--- src/rtl/nseq_pkg.sv ---
package nseq_pkg;
  typedef enum logic [3:0] {
    OP_END   = 4'h0, OP_COL  = 4'h1, OP_ROW  = 4'h2, OP_USR  = 4'h3,
    OP_CMD0  = 4'h4, OP_CMD1 = 4'h5, OP_CMD2 = 4'h6, OP_CMD3 = 4'h7,
    OP_WBUF  = 4'h8, OP_WSGL = 4'h9, OP_RBUF = 4'hA, OP_RSGL = 4'hB,
    OP_WCMD0 = 4'hC, OP_WCMD1 = 4'hD, OP_WRD = 4'hE, OP_RSVD = 4'hF
  } op_e;

  typedef enum logic [3:0] {
    S_IDLE, S_FETCH, S_CMD, S_ADDR, S_WBUF, S_WSGL,
    S_RBUF, S_RSGL, S_WAIT, S_FIN
  } st_e;
endpackage

--- src/rtl/nseq_addr_ser.sv ---
module nseq_addr_ser #(
  parameter int W = 32
) (
  input  logic         clk,
  input  logic         rst_n,
  input  logic         load,
  input  logic [W-1:0] value,
  input  logic [2:0]   nbytes,
  input  logic         step,
  output logic [7:0]   byte_o,
  output logic         last_o
);
  logic [W-1:0] sh_q;
  logic [2:0]   left_q;

  always_ff @(posedge clk or negedge rst_n) begin
    if (!rst_n) begin
      sh_q   <= '0;
      left_q <= '0;
    end else if (load) begin
      sh_q   <= value;
      left_q <= nbytes;
    end else if (step) begin
      sh_q   <= sh_q >> 8;
      left_q <= left_q - 3'd1;
    end
  end

  assign byte_o = sh_q[7:0];
  assign last_o = (left_q == 3'd1);

  p_step_has_byte_r5: assert property (@(posedge clk) disable iff (!rst_n)
    step |-> left_q != 3'd0);
endmodule

--- src/rtl/nseq_wait_timer.sv ---
module nseq_wait_timer #(
  parameter int TMO_SHIFT = 8
) (
  input  logic       clk,
  input  logic       rst_n,
  input  logic       clr,
  input  logic       run,
  input  logic [3:0] tmo,
  output logic       expired
);
  localparam int CW = TMO_SHIFT + 6;
  logic [CW-1:0] cnt_q;
  logic [CW-1:0] limit;

  assign limit   = CW'(5'({1'b0, tmo}) + 5'd1) << TMO_SHIFT;
  assign expired = run && (cnt_q == limit - CW'(1));

  always_ff @(posedge clk or negedge rst_n) begin
    if (!rst_n)   cnt_q <= '0;
    else if (clr) cnt_q <= '0;
    else if (run) cnt_q <= cnt_q + CW'(1);
  end

  p_wait_bound_r10: assert property (@(posedge clk) disable iff (!rst_n)
    run |-> cnt_q < limit);
endmodule

--- src/rtl/nand_op_sequencer.sv ---
module nand_op_sequencer
  import nseq_pkg::*;
#(
  parameter int TMO_SHIFT = 8,
  parameter int BC_W      = 12,
  parameter int NOPS      = 8
) (
  input  logic            clk,
  input  logic            rst_n,
  input  logic            start,
  input  logic [4*NOPS-1:0] prog_word,
  input  logic [31:0]     cmd_word,
  input  logic [23:0]     blk_addr,
  input  logic [31:0]     page_addr,
  input  logic [31:0]     user_addr,
  input  logic [BC_W-1:0] byte_cnt,
  input  logic [1:0]      addr_cyc,
  input  logic [3:0]      wait_tmo,
  input  logic            sgl_two,
  input  logic [15:0]     sgl_wdata,
  output logic [15:0]     sgl_rdata,
  output logic            busy,
  output logic            done,
  output logic            cmd_cplt,
  output logic            wait_to,
  output logic            nf_cle,
  output logic            nf_ale,
  output logic            nf_we,
  output logic            nf_re,
  output logic [7:0]      nf_dq_o,
  input  logic [7:0]      nf_dq_i,
  input  logic            nf_ready,
  input  logic            s_valid,
  output logic            s_ready,
  input  logic [7:0]      s_data,
  output logic            m_valid,
  input  logic            m_ready,
  output logic [7:0]      m_data
);
  localparam int PW = 4 * NOPS;
  localparam int IW = $clog2(NOPS + 1);

  st_e             st_q, post_q;
  logic [PW-1:0]   prog_q;
  logic [IW-1:0]   idx_q;
  logic [BC_W-1:0] cnt_q;
  logic            hi_q;
  logic [1:0]      sel_q;
  logic            mv_q;
  logic [7:0]      md_q;
  logic [15:0]     srd_q;
  logic            cc_q, to_q, done_q;

  op_e  op;
  logic seq_end, addr_load, addr_last, tmo_hit;
  logic wbuf_go, rbuf_go;
  logic [31:0] addr_val;
  logic [2:0]  addr_n;
  logic [7:0]  addr_byte, cmd_byte;

  assign op      = op_e'(prog_q[PW-1 -: 4]);
  assign seq_end = (idx_q == IW'(NOPS)) || (op == OP_END) || (op == OP_RSVD);

  assign addr_load = (st_q == S_FETCH) && !seq_end &&
                     (op == OP_COL || op == OP_ROW || op == OP_USR);
  always_comb begin
    case (op)
      OP_COL:  addr_val = {21'd0, page_addr[10:0]};
      OP_ROW:  addr_val = {2'b00, blk_addr, page_addr[17:12]};
      default: addr_val = user_addr;
    endcase
    addr_n = (op == OP_COL) ? 3'd2 : ({1'b0, addr_cyc} + 3'd1);
  end

  nseq_addr_ser #(.W(32)) u_addr (
    .clk(clk), .rst_n(rst_n), .load(addr_load), .value(addr_val),
    .nbytes(addr_n), .step(st_q == S_ADDR), .byte_o(addr_byte),
    .last_o(addr_last)
  );

  nseq_wait_timer #(.TMO_SHIFT(TMO_SHIFT)) u_timer (
    .clk(clk), .rst_n(rst_n), .clr(st_q != S_WAIT),
    .run((st_q == S_WAIT) && !nf_ready), .tmo(wait_tmo), .expired(tmo_hit)
  );

  always_comb begin
    case (sel_q)
      2'd0:    cmd_byte = cmd_word[31:24];
      2'd1:    cmd_byte = cmd_word[23:16];
      2'd2:    cmd_byte = cmd_word[15:8];
      default: cmd_byte = cmd_word[7:0];
    endcase
  end

  assign s_ready = (st_q == S_WBUF) && (cnt_q != '0);
  assign wbuf_go = s_ready && s_valid;
  assign rbuf_go = (st_q == S_RBUF) && (cnt_q != '0) && (!mv_q || m_ready);

  assign nf_cle = (st_q == S_CMD);
  assign nf_ale = (st_q == S_ADDR);
  assign nf_we  = nf_cle || nf_ale || wbuf_go || (st_q == S_WSGL);
  assign nf_re  = rbuf_go || (st_q == S_RSGL);

  always_comb begin
    case (st_q)
      S_CMD:   nf_dq_o = cmd_byte;
      S_ADDR:  nf_dq_o = addr_byte;
      S_WBUF:  nf_dq_o = s_data;
      S_WSGL:  nf_dq_o = hi_q ? sgl_wdata[15:8] : sgl_wdata[7:0];
      default: nf_dq_o = 8'h00;
    endcase
  end

  always_ff @(posedge clk or negedge rst_n) begin
    if (!rst_n) begin
      st_q <= S_IDLE; post_q <= S_IDLE; prog_q <= '0; idx_q <= '0;
      cnt_q <= '0; hi_q <= 1'b0; sel_q <= '0; srd_q <= '0;
      cc_q <= 1'b0; to_q <= 1'b0; done_q <= 1'b0;
    end else begin
      done_q <= 1'b0;
      case (st_q)
        S_IDLE: if (start) begin
          prog_q <= prog_word; idx_q <= '0;
          cc_q <= 1'b0; to_q <= 1'b0; st_q <= S_FETCH;
        end
        S_FETCH: if (seq_end) st_q <= S_FIN;
        else begin
          idx_q  <= idx_q + IW'(1);
          prog_q <= {prog_q[PW-5:0], 4'h0};
          hi_q   <= 1'b0;
          case (op)
            OP_COL, OP_ROW, OP_USR: st_q <= S_ADDR;
            OP_CMD0, OP_CMD1, OP_CMD2, OP_CMD3: begin
              sel_q <= op[1:0]; st_q <= S_CMD;
            end
            OP_WBUF: begin cnt_q <= byte_cnt; st_q <= S_WBUF; end
            OP_RBUF: begin cnt_q <= byte_cnt; st_q <= S_RBUF; end
            OP_WSGL: begin cnt_q <= sgl_two ? BC_W'(2) : BC_W'(1); st_q <= S_WSGL; end
            OP_RSGL: begin cnt_q <= sgl_two ? BC_W'(2) : BC_W'(1); st_q <= S_RSGL; end
            OP_WCMD0: begin sel_q <= 2'd0; post_q <= S_CMD; st_q <= S_WAIT; end
            OP_WCMD1: begin sel_q <= 2'd1; post_q <= S_CMD; st_q <= S_WAIT; end
            default: begin cnt_q <= byte_cnt; post_q <= S_RBUF; st_q <= S_WAIT; end
          endcase
        end
        S_CMD:  st_q <= S_FETCH;
        S_ADDR: if (addr_last) st_q <= S_FETCH;
        S_WBUF, S_RBUF: begin
          if (cnt_q == '0) st_q <= S_FETCH;
          else if (wbuf_go || rbuf_go) cnt_q <= cnt_q - BC_W'(1);
        end
        S_WSGL, S_RSGL: begin
          if (st_q == S_RSGL) begin
            if (hi_q) srd_q[15:8] <= nf_dq_i;
            else      srd_q[7:0]  <= nf_dq_i;
          end
          hi_q  <= 1'b1;
          cnt_q <= cnt_q - BC_W'(1);
          if (cnt_q == BC_W'(1)) st_q <= S_FETCH;
        end
        S_WAIT: begin
          if (nf_ready) st_q <= post_q;
          else if (tmo_hit) begin to_q <= 1'b1; st_q <= S_FIN; end
        end
        S_FIN: if (!mv_q) begin
          done_q <= 1'b1; cc_q <= !to_q; st_q <= S_IDLE;
        end
        default: st_q <= S_IDLE;
      endcase
    end
  end

  always_ff @(posedge clk or negedge rst_n) begin
    if (!rst_n) begin
      mv_q <= 1'b0; md_q <= '0;
    end else if (rbuf_go) begin
      mv_q <= 1'b1; md_q <= nf_dq_i;
    end else if (m_ready) begin
      mv_q <= 1'b0;
    end
  end

  assign m_valid   = mv_q;
  assign m_data    = md_q;
  assign sgl_rdata = srd_q;
  assign busy      = (st_q != S_IDLE);
  assign done      = done_q;
  assign cmd_cplt  = cc_q;
  assign wait_to   = to_q;

  p_latch_excl_r3: assert property (@(posedge clk) disable iff (!rst_n)
    !(nf_cle && nf_ale) && !(nf_we && nf_re));
  p_cle_strobe_r3: assert property (@(posedge clk) disable iff (!rst_n)
    (nf_cle || nf_ale) |-> nf_we);
  p_mvalid_hold_r7: assert property (@(posedge clk) disable iff (!rst_n)
    (m_valid && !m_ready) |=> (m_valid && $stable(m_data)));
  p_done_drained_r7: assert property (@(posedge clk) disable iff (!rst_n)
    done |-> !m_valid);
  p_done_pulse_r2: assert property (@(posedge clk) disable iff (!rst_n)
    done |=> !done);
  p_flag_excl_r10: assert property (@(posedge clk) disable iff (!rst_n)
    !(cmd_cplt && wait_to));
  p_sready_busy_r6: assert property (@(posedge clk) disable iff (!rst_n)
    s_ready |-> busy);
  p_idle_quiet_r11: assert property (@(posedge clk) disable iff (!rst_n)
    !busy |-> (!nf_we && !nf_re));
endmodule

--- config.mk ---
export PLATFORM = sky130hd
export DESIGN_NAME = nand_op_sequencer
export DESIGN_NICKNAME = d
export VERILOG_FILES = /design/src/rtl/nseq_pkg.sv /design/src/rtl/nseq_addr_ser.sv /design/src/rtl/nseq_wait_timer.sv /design/src/rtl/nand_op_sequencer.sv
export SDC_FILE = /design/constraint.sdc
export NUM_CORES = 1
export LEC_CHECK = 0
export ABC_CLOCK_PERIOD_IN_PS = 4500
export BUFFER_PORTS_ARGS = -buffer_cell sky130_fd_sc_hd__buf_2
export CORE_UTILIZATION = 55
export CTS_CLUSTER_SIZE = 16
export DETAILED_ROUTE_END_ITERATION = 10
export PLACE_DENSITY = 0.86
export SYNTH_ARGS = -nofsm -noshare
export SYNTH_HDL_FRONTEND = slang
export SYNTH_SLANG_ARGS = --single-unit
export TNS_END_PERCENT = 20
--- constraint.sdc ---
create_clock -name clk -period 4.5 [get_ports clk]
set_input_delay 0.225 -clock clk [delete_from_list [all_inputs] [get_ports clk]]
set_output_delay 0.225 -clock clk [all_outputs]
set_load 0.02 [all_outputs]
==> results.json, run 1 <==
{
  "swShare_pct": 42.8,
  "viasPerCell": 5.87,
  "seq_area_um2": 3350,
  "yosysTopAreaCell": "dfrtp_1",
  "cp-end-kind": "primary output",
  "clockBufferDepth": 2,
  "grt_pass1_vias": 6664,
  "preCtsSetupSlack_ps": 1530,
  "drv_cap": 0,
  "worst_pin_slew_ps": 971,
  "synth-edff-count": 0,
  "timing.fmax_mhz": 287,
  "grt_pass1_wl_mm": 32.8,
  "numPortBuffers": 235,
  "finalCriticalPeriod_ps": 3480,
  "ir_drop_mv": 0.375,
  "p_seq_share_pct": 34.0,
  "drv_slew": 0,
  "synth_cell_type_count": 71,
  "p_leak_nw": 4.43,
  "syn-cell-area_um2": 7640,
  "syn_to_final_growth_pct": 22.9,
  "ctsRootBufferMaster": "clkbuf_16",
  "hpwl_mm": 15.0,
  "die_area_um2": 14400,
  "dr.pass1.iters": 5,
  "yosysTopAreaCellShare_pct": 43.9,
  "cts.sinks": 134,
  "fin_worst_skew_ps": 5.75,
  "post-route-period-util_pct": 77.4,
  "h-tree-depth": 4,
  "ys_seq_area_share_pct": 43.9,
  "overflow": 0,
  "vias": 7093,
  "comb_power_share_pct": 45.8,
  "die_w_um": 120,
  "rsz0062_at_grt": "no",
  "setup_ws_ps": 1020,
  "design_area_um2": 9390,
  "antenna_found_initial": 2,
  "setup_tns_ps": 0,
  "grt_max_degree": 100,
  "ys_seq_elements": 134,
  "p_int_mw": 3.72,
  "path_class": "reg -> out",
  "path_clk_slew_ps": 60,
  "ff2ff_path_depth": 8,
  "cts_resized": 0,
  "gp_congestion": 0.890,
  "wl_per_cell_um": 17.3,
  "worstPathArrival_ps": 3260,
  "row_count": 42,
  "worstHoldPathType": "in -> reg",
  "io_pins": 251,
  "r2r_start": "st_q[3]$_DFFE_PN0P_",
  "status": "finished, final reports clean",
  "synthFlopType": "dfrtp_1",
  "cts_buffers": 17,
  "totalWireLength_mm": 20.8,
  "fill_cells": 1055,
  "cts_tree": "yes",
  "yosysMostFrequentCell": "dfrtp_1",
  "yosysWarnings": 0,
  "cp_max_fo": 27,
  "die_h_um": 120,
  "cp.required_ps": 4280,
  "grt_use_total_pct": 29.5,
  "switching_power_mw": 2.78,
  "hold_violations": 0,
  "synthTopCellsByArea": "dfrtp_1 (44%), o21ai_0 (5.9%), nand2_1 (5.7%)",
  "drive_gt1_share_pct": 31.7,
  "fp.coreArea_um2": 13400,
  "cp-start-kind": "register",
  "clock_latency_ps": 420,
  "fin_hold_ws_ps": 23.8,
  "num-nets-final": 1236,
  "setup_viol": 0,
  "slew_headroom_pct": 34.8,
  "yosys-top-cells-count": "dfrtp_1 (134), nand2_1 (116), o21ai_0 (90), nor2_1 (52), mux2i_1 (36)",
  "drcViolationCount": 0,
  "synth_nets": 1027,
  "syn_area_per_cell_um2": 9.45,
  "r2r-end": "u_addr.sh_q[7]$_DFFE_PN0P_",
  "antenna_left": 0,
  "power_density_nw_per_um2": 693,
  "async_reset_ff_share_pct": 100,
  "syn_inst": 808,
  "initial_utilization_pct": 57.0,
  "place_area_um2": 8780,
  "crit_start": "st_q[3]$_DFFE_PN0P_",
  "r2r_setup_slack_ps": 1500,
  "pwr-share-clk_pct": 20.2,
  "crit_end": "nf_ale",
  "multi_input_area_um2": 3930,
  "final_core_util_pct": 70.1,
  "drt_iter0_drc": 605
}
repair_timing:
item                                   4_1_cts  5_1_grt
endpoints found under the hold margin      101        0
setup buffers                                0        0
hold buffers                                 4        0
cells by family (layout without fill, tap and decap cells):
| logic type | after synthesis | count (layout) | synth area share [%] |
|---|---|---|---|
| flops | 134 | 134 | 43.9 |
| buf+inv | 70 | 292 | 4.67 |
| other cells | 0 | 2 | 0 |
| simple gates | 282 | 282 | 17.9 |
| mux | 72 | 72 | 11.2 |
| fa+ha+maj | 10 | 10 | 1.64 |
| xor+xnor | 21 | 21 | 2.41 |
| compound gates | 219 | 219 | 18.2 |
layout by cell type (no fill, tap or decap), drive strengths merged, types with 3 or more instances in the layout:
cell type / n
and2: 5
nand3: 28
dfrtp: 134
dlygate4sd3: 4
o221ai: 5
nand2: 117
nor2b: 21
clkbuf: 20
o31ai: 3
a22oi: 14
xnor2: 5
a221oi: 13
clkinvlp: 5
and3: 8
buf: 240
a221o: 9
nand4: 7
a31oi: 20
nor3: 23
inv: 15
o21ai: 100
mux2i: 36
clkinv: 7
nor2: 55
a211oi: 4
ha: 10
mux2: 28
a21oi: 28
nand2b: 3
nor4: 3
xor2: 16
mux4: 8
o211ai: 4
flip-flops by register name, summed over array words and instances, names as in the netlist:
signal / count
prog_q: 32
u_addr.sh_q: 32
sgl_rdata: 16
u_timer.cnt_q: 14
cnt_q: 12
m_data: 8
idx_q: 4
st_q: 4
u_addr.left_q: 3
post_q: 2
sel_q: 2
cmd_cplt: 1
done: 1
hi_q: 1
m_valid: 1
wait_to: 1
worst max-delay path, cell delays in order, from the launching register on:
cell and delay [ps]:
dfrtp_1 530, nor2_1 410, nand3_2 540, inv_1 770, buf_4 360, buf_2 200
worst min path at each step:
stage                      startpoint                      endpoint  cells past startpoint
after global routing      addr_cyc[0]  u_addr.left_q[0]$_DFFE_PN0P_                      2
after CTS                 addr_cyc[0]  u_addr.left_q[0]$_DFFE_PN0P_                      2
final                     addr_cyc[0]  u_addr.left_q[0]$_DFFE_PN0P_                      2
after global placement          rst_n   u_addr.sh_q[19]$_DFFE_PN0P_                      1
after detailed placement        rst_n   u_addr.sh_q[19]$_DFFE_PN0P_                      1
after floorplan                 rst_n          cmd_cplt$_DFFE_PN0P_                      0
power by group through the flow:
stage               registers (mW)  clock network [mW]  logic, mW
floorplan                     2.14                   0       2.33
global placement              2.18                   0       2.87
detailed placement            2.21                   0       2.97
CTS                           2.20                1.33       2.98
global route                  2.27                1.38       3.29
finish                        2.21                1.31       2.98
per-stage QoR:
stage          power [mW]  cells
4_1_cts              6.51   1206
2_1_floorplan        4.47    808
3_5_place_dp         5.18   1170
3_3_place_gp         5.05   1170
5_1_grt              6.94   1208
6_report             6.51   1208
cell type report:
class	instances	share of cell area (%)
sequential	134	35.7
clock inverter	12	1.12
tap	176	2.35
clock buffer	20	4.86
timing repair buffer	244	13.4
inverter	16	0.640
multi-input combinational	604	41.8
antenna	2	0.0533
per-layer routing:
metal  GRT usage [%]  vias up  part of all wire [%]
met2            50.1      318                    51
li1                -     3340                     -
met3            6.32       63                   6.5
met1            35.5     3372                    39
met5               0        -                     0
met4            14.5        0                   3.6
No activity file was read; power rests on OpenSTA's default activity.
==> inputs of run 2 (changes only) <==
--- a/config.mk
+++ b/config.mk
@@ -5,12 +5,12 @@
 export SDC_FILE = /design/constraint.sdc
 export NUM_CORES = 1
 export LEC_CHECK = 0
-export ABC_CLOCK_PERIOD_IN_PS = 4500
+export ABC_CLOCK_PERIOD_IN_PS = 3000
 export BUFFER_PORTS_ARGS = -buffer_cell sky130_fd_sc_hd__buf_2
-export CORE_UTILIZATION = 55
+export CORE_UTILIZATION = 47
 export CTS_CLUSTER_SIZE = 16
 export DETAILED_ROUTE_END_ITERATION = 10
-export PLACE_DENSITY = 0.86
+export PLACE_DENSITY = 0.78
 export SYNTH_ARGS = -nofsm -noshare
 export SYNTH_HDL_FRONTEND = slang
 export SYNTH_SLANG_ARGS = --single-unit
==> constraint.sdc (replaced) <==
create_clock -name clk -period 3 [get_ports clk]
set_input_delay 0.15 -clock clk [delete_from_list [all_inputs] [get_ports clk]]
set_output_delay 0.15 -clock clk [all_outputs]
set_load 0.02 [all_outputs]
==> run 2 against run 1 <==
- die area grew 17%
- setup slack lost 650 ps
- global-route usage shrank 3.4 points
- register-to-register slack lost 990 ps
- non-clock buffer count grew 26
- worst hold slack lost 11 ps
- utilization shrank 9.0 points
- combinational power grew 56%
- flip-flop and latch count is the same
- clock power grew 58%
- via count grew 0.37%
- design area grew 3.3%
- critical path type unchanged
- largest cell class unchanged
==> results.json, run 2 (synthesis gave the netlist of run 1 again) <==
{
  "setup_tns_ps": 0,
  "drv_cap": 0,
  "fin_hold_ws_ps": 12.5,
  "ctsRootBufferMaster": "clkbuf_16",
  "fp.coreArea_um2": 15900,
  "initial_utilization_pct": 48.1,
  "power_density_nw_per_um2": 1030,
  "syn_to_final_growth_pct": 27.0,
  "setup_ws_ps": 374,
  "die_h_um": 129,
  "cts.sinks": 134,
  "cp-end-kind": "primary output",
  "dr.pass1.iters": 7,
  "clock_latency_ps": 420,
  "worstPathArrival_ps": 2480,
  "die_w_um": 129,
  "setup_viol": 0,
  "mostFrequentLayoutCells": "buf_2 (234), dfrtp_1 (134), nand2_1 (116)",
  "cp.required_ps": 2850,
  "totalWireLength_mm": 21.7,
  "timing.fmax_mhz": 381,
  "cp_max_fo": 38,
  "ir_drop_mv": 0.508,
  "fill_cells": 1363,
  "worstHoldPathType": "in -> reg",
  "finalCriticalPeriod_ps": 2630,
  "grt_max_degree": 82,
  "path_cells": "nor2_1 -> nand3_2 -> buf_4 -> inv_1 -> buf_4 -> a221o_1 -> buf_2",
  "die_area_um2": 16800,
  "cp-start-kind": "register",
  "cts_setup_buffers": 0,
  "crit_buf_inv": 4,
  "grt_use_total_pct": 26.1,
  "slew_headroom_pct": 47.5,
  "grt_pass1_wl_mm": 33.5,
  "rsz0062_at_grt": "no",
  "hold_violations": 0,
  "num-nets-final": 1262,
  "h-tree-depth": 4,
  "path_clk_slew_ps": 60,
  "status": "finished, final reports clean",
  "hpwl_mm": 15.5,
  "cpMaxStageDelayCell": "dfrtp_1",
  "drv_slew": 0,
  "crit_family": "buffers and inverters",
  "grt_pass1_vias": 6685,
  "final_common_cell": "buf_2",
  "io_pins": 251,
  "cts_buffers": 17,
  "antenna_left": 0,
  "p_leak_nw": 4.56,
  "crit_top_cell": "buf_4",
  "path_class": "reg -> out",
  "cts_tree": "yes",
  "viasPerCell": 5.59,
  "numPortBuffers": 235,
  "max_stage_delay_ps": 600,
  "clockBufferDepth": 2,
  "wl_per_cell_um": 17.0,
  "drive_gt1_share_pct": 31.8,
  "worst_pin_slew_ps": 787,
  "preCtsSetupSlack_ps": 554,
  "fin_worst_skew_ps": 6.77,
  "drcViolationCount": 0,
  "drt_iter0_drc": 488,
  "gp_congestion": 0.832,
  "antenna_found_initial": 0,
  "row_count": 46,
  "post-route-period-util_pct": 87.5,
  "vias": 7119,
  "cts_resized": 0,
  "overflow": 0
}
-- run 2: cell count changes in the layout (fill, tap and decap cells not counted), moves of 2 or more --
cell	delta
buf_4	+10
dlygate4sd3_1	+15
clkinvlp_4	-2
clkinv_2	-2
inv_6	+3
clkbuf_8	-2
-- run 2: final cells by class --
cell class / instances / area [um2] / area share (%)
Inverter: 16 / 60.1 / 0.619
Tap cell: 216 / 270 / 2.79
Clock buffer: 19 / 433 / 4.46
Clock inverter: 13 / 148 / 1.52
Timing Repair Buffer: 270 / 1510 / 15.5
Sequential cell: 134 / 3350 / 34.6
Multi-Input combinational cell: 604 / 3930 / 40.5
Antenna cell: 2 / 5.00 / 0.0516
-- run 2: timing repair --
item	in CTS	in global routing
setup endpoints to repair	0	0
hold buffers	19	0
hold endpoints to repair	111	0
-- run 2: power by group --
part / total (mW) / internal [mW] / switching, mW
clock: 2.07 / 1.23 / 0.832
combinational: 4.66 / 1.90 / 2.76
sequential: 3.26 / 2.60 / 0.654
total: 9.99 / 5.74 / 4.25
-- run 2: path summary, 6_finish.rpt --
| check | from | end | slack, ps | cells past startpoint |
|---|---|---|---|---|
| setup / recovery | st_q[3]$_DFFE_PN0P_ | nf_dq_o[6] | 370 | 7 |
| hold / removal | prog_word[4] | prog_q[4]$_DFFE_PN0P_ | 10 | 3 |
| setup reg to reg | st_q[0]$_DFFE_PN0P_ | u_addr.sh_q[14]$_DFFE_PN0P_ | 510 | 5 |
| hold reg to reg | post_q[1]$_DFFE_PN0P_ | post_q[1]$_DFFE_PN0P_ | 480 | 1 |
| max in group asynchronous | rst_n | prog_q[30]$_DFFE_PN0P_ | 1910 | 3 |
| min in group asynchronous | rst_n | u_addr.sh_q[28]$_DFFE_PN0P_ | 340 | 2 |
-- run 2: through the flow --
step / total power, mW / util (%) / std cells / cell area, um2
after floorplan: 6.70 / - / 808 / 7640
after global placement: 7.71 / 56.2 / 1221 / 8930
after detailed placement: 7.89 / 56.2 / 1221 / 8930
after CTS: 9.99 / 61.1 / 1272 / 9700
after global routing: 10.7 / 61.1 / 1272 / 9700
final: 9.99 / 61.1 / 1274 / 9700
-- run 2: layer usage --
metal | wire (um) | global-route usage, % | part of all wire, %
met1 | 8850 | 31.8 | 41
met2 | 10700 | 43.4 | 49
met3 | 1350 | 5.45 | 6.2
met4 | 809 | 14.0 | 3.7
met5 | 0 | 0 | 0
-- run 2: worst register-to-register path: cells and delay by family (launching register included) --
kind | cells | cell delay [ps]
compound gates | 3 | 980
flops | 1 | 690
simple gates | 2 | 690
==> inputs of run 3 (changes only) <==
--- a/config.mk
+++ b/config.mk
@@ -7,6 +7,7 @@
 export LEC_CHECK = 0
 export ABC_CLOCK_PERIOD_IN_PS = 3000
 export BUFFER_PORTS_ARGS = -buffer_cell sky130_fd_sc_hd__buf_2
+export CORE_MARGIN = 2
 export CORE_UTILIZATION = 47
 export CTS_CLUSTER_SIZE = 16
 export DETAILED_ROUTE_END_ITERATION = 10
==> run 3 against run 2 <==
- critical path depth increased by 2
- register-to-register slack improved by 40 ps
- sequential power about the same
- utilization decreased by 0.087 points
- global-route usage decreased by 1.1 points
- worst hold slack got worse by 4.0 ps
- final cell count about the same
- clock skew increased by 4.4 ps
- design area decreased by 0.14%
- flip-flop and latch count unchanged
- critical endpoint is now nf_we
- highest routed layer is now met5
==> results.json, run 3 (synthesis gave the netlist of run 1 again) <==
{
  "finalCriticalPeriod_ps": 2630,
  "r2r_setup_slack_ps": 550,
  "cts_hold_buffers": 19,
  "dr.pass1.iters": 5,
  "wl_per_cell_um": 17.0,
  "die_h_um": 131,
  "setup_viol": 0,
  "fin_hold_ws_ps": 8.54,
  "p_leak_nw": 4.55,
  "clock_latency_ps": 420,
  "overflow": 0,
  "setup_ws_ps": 372,
  "grt_pass1_vias": 6872,
  "drive_gt1_share_pct": 31.8,
  "design_area_um2": 9690,
  "syn_to_final_growth_pct": 26.8,
  "max_stage_delay_ps": 400,
  "hold_violations": 0,
  "grt_pass1_wl_mm": 34.7,
  "hold_depth": 3,
  "path_class": "reg -> out",
  "grt_max_degree": 74,
  "drv_cap": 0,
  "totalWireLength_mm": 21.6,
  "crit_top_cell": "a21oi_1",
  "drv_slew": 0,
  "cts_resized": 0,
  "cp-end-kind": "primary output",
  "worst_pin_slew_ps": 710,
  "die_w_um": 131,
  "num-nets-final": 1260,
  "crit_buf_inv": 2,
  "post-route-period-util_pct": 87.6,
  "crit_family": "simple AND/OR/NAND/NOR gates",
  "ir_drop_mv": 0.507,
  "cts.sinks": 134,
  "vias": 7161,
  "die_area_um2": 17300,
  "drcViolationCount": 0,
  "timing.fmax_mhz": 381,
  "min-delay-start": "prog_word[4]",
  "worstHoldPathType": "in -> reg",
  "r2r_start": "cnt_q[0]$_DFFE_PN0P_",
  "cts_setup_buffers": 0,
  "path_cells": "inv_1 -> ha_1 -> nor3b_2 -> nand4_1 -> a21oi_1 -> nor3_1 -> a21oi_1 -> nor2_1 -> buf_2",
  "h-tree-depth": 4,
  "fin_worst_skew_ps": 11.2,
  "mostFrequentLayoutCells": "buf_2 (234), dfrtp_1 (134), nand2_1 (116)",
  "cp-start-kind": "register",
  "status": "finished, final reports clean",
  "row_count": 46,
  "setup_tns_ps": 0,
  "fp.coreArea_um2": 15900,
  "antenna_left": 0,
  "io_pins": 251,
  "cp_max_fo": 6,
  "rsz0062_at_grt": "no",
  "final_common_cell": "buf_2",
  "initial_utilization_pct": 48.1,
  "preCtsSetupSlack_ps": 593,
  "cts_tree": "yes",
  "antenna_found_initial": 4,
  "viasPerCell": 5.63,
  "cp.required_ps": 2850,
  "slew_headroom_pct": 52.7,
  "ctsRootBufferMaster": "clkbuf_16",
  "drt_iter0_drc": 604,
  "cpMaxStageDelayCell": "dfrtp_1",
  "gp_congestion": 0.860,
  "hpwl_mm": 15.4,
  "clockBufferDepth": 2,
  "power_density_nw_per_um2": 1030,
  "ff2ff_path_depth": 8,
  "worstPathArrival_ps": 2480,
  "cts_buffers": 17,
  "worstHoldEndpoint": "prog_q[4]$_DFFE_PN0P_",
  "place_area_um2": 8910,
  "path_clk_slew_ps": 60,
  "numPortBuffers": 235,
  "fill_cells": 1384,
  "r2r-end": "cnt_q[6]$_DFFE_PN0P_",
  "grt_use_total_pct": 25.0
}
==> run 3: power by group <==
part	leakage (nW)	switching (mW)	total [mW]	internal, mW
logic	2.59	2.75	4.64	1.89
registers	1.69	0.635	3.24	2.60
clock network	0.277	0.827	2.06	1.23
total	4.55	4.21	9.93	5.72
==> run 3: worst max-delay path by stage <==
| stage | from | endpoint | slack, ps | cells past startpoint |
|---|---|---|---|---|
| after detailed placement | cnt_q[0]$_DFFE_PN0P_ | cnt_q[6]$_DFFE_PN0P_ | 590 | 8 |
| final | cnt_q[0]$_DFFE_PN0P_ | nf_we | 370 | 9 |
| after CTS | cnt_q[0]$_DFFE_PN0P_ | nf_re | 380 | 7 |
| after floorplan | cnt_q[0]$_DFFE_PN0P_ | cnt_q[0]$_DFFE_PN0P_ | 980 | 9 |
| after global placement | cnt_q[0]$_DFFE_PN0P_ | cnt_q[6]$_DFFE_PN0P_ | 670 | 8 |
| after global routing | cnt_q[0]$_DFFE_PN0P_ | nf_we | 160 | 9 |
==> run 3: metal layers <==
metal	global-route usage, %	part of all wire, %	wire length (um)	vias up
met5	0	0.060	13	-
met3	5.52	6.2	1340	55
met4	10.9	3.2	701	2
li1	-	-	-	3396
met1	30.7	41	8900	3425
met2	42.3	49	10700	283
==> run 3: layout make-up <==
class                   instances  area, um2  area share, %
multi-input cells             604       3930           40.5
flip-flops and latches        134       3350           34.6
repair buffers                268       1490           15.4
clock buffers                  18        429           4.43
well taps                     216        270           2.79
clock inverters                14        150           1.55
inverters                      16       60.1          0.620
diodes                          3       7.51         0.0775
==> run 3: through the flow <==
stage	power [mW]	cells	util [%]
floorplan	6.70	808	-
CTS	9.94	1270	60.9
detailed placement	7.84	1219	56.1
global route	10.6	1272	61.0
finish	9.93	1273	61.0
global placement	7.70	1219	56.1
==> run 3: tightest hold or removal path: stages <==
cell and delay [ps]:
buf_2 70, mux2i_1 60, o21ai_1 110
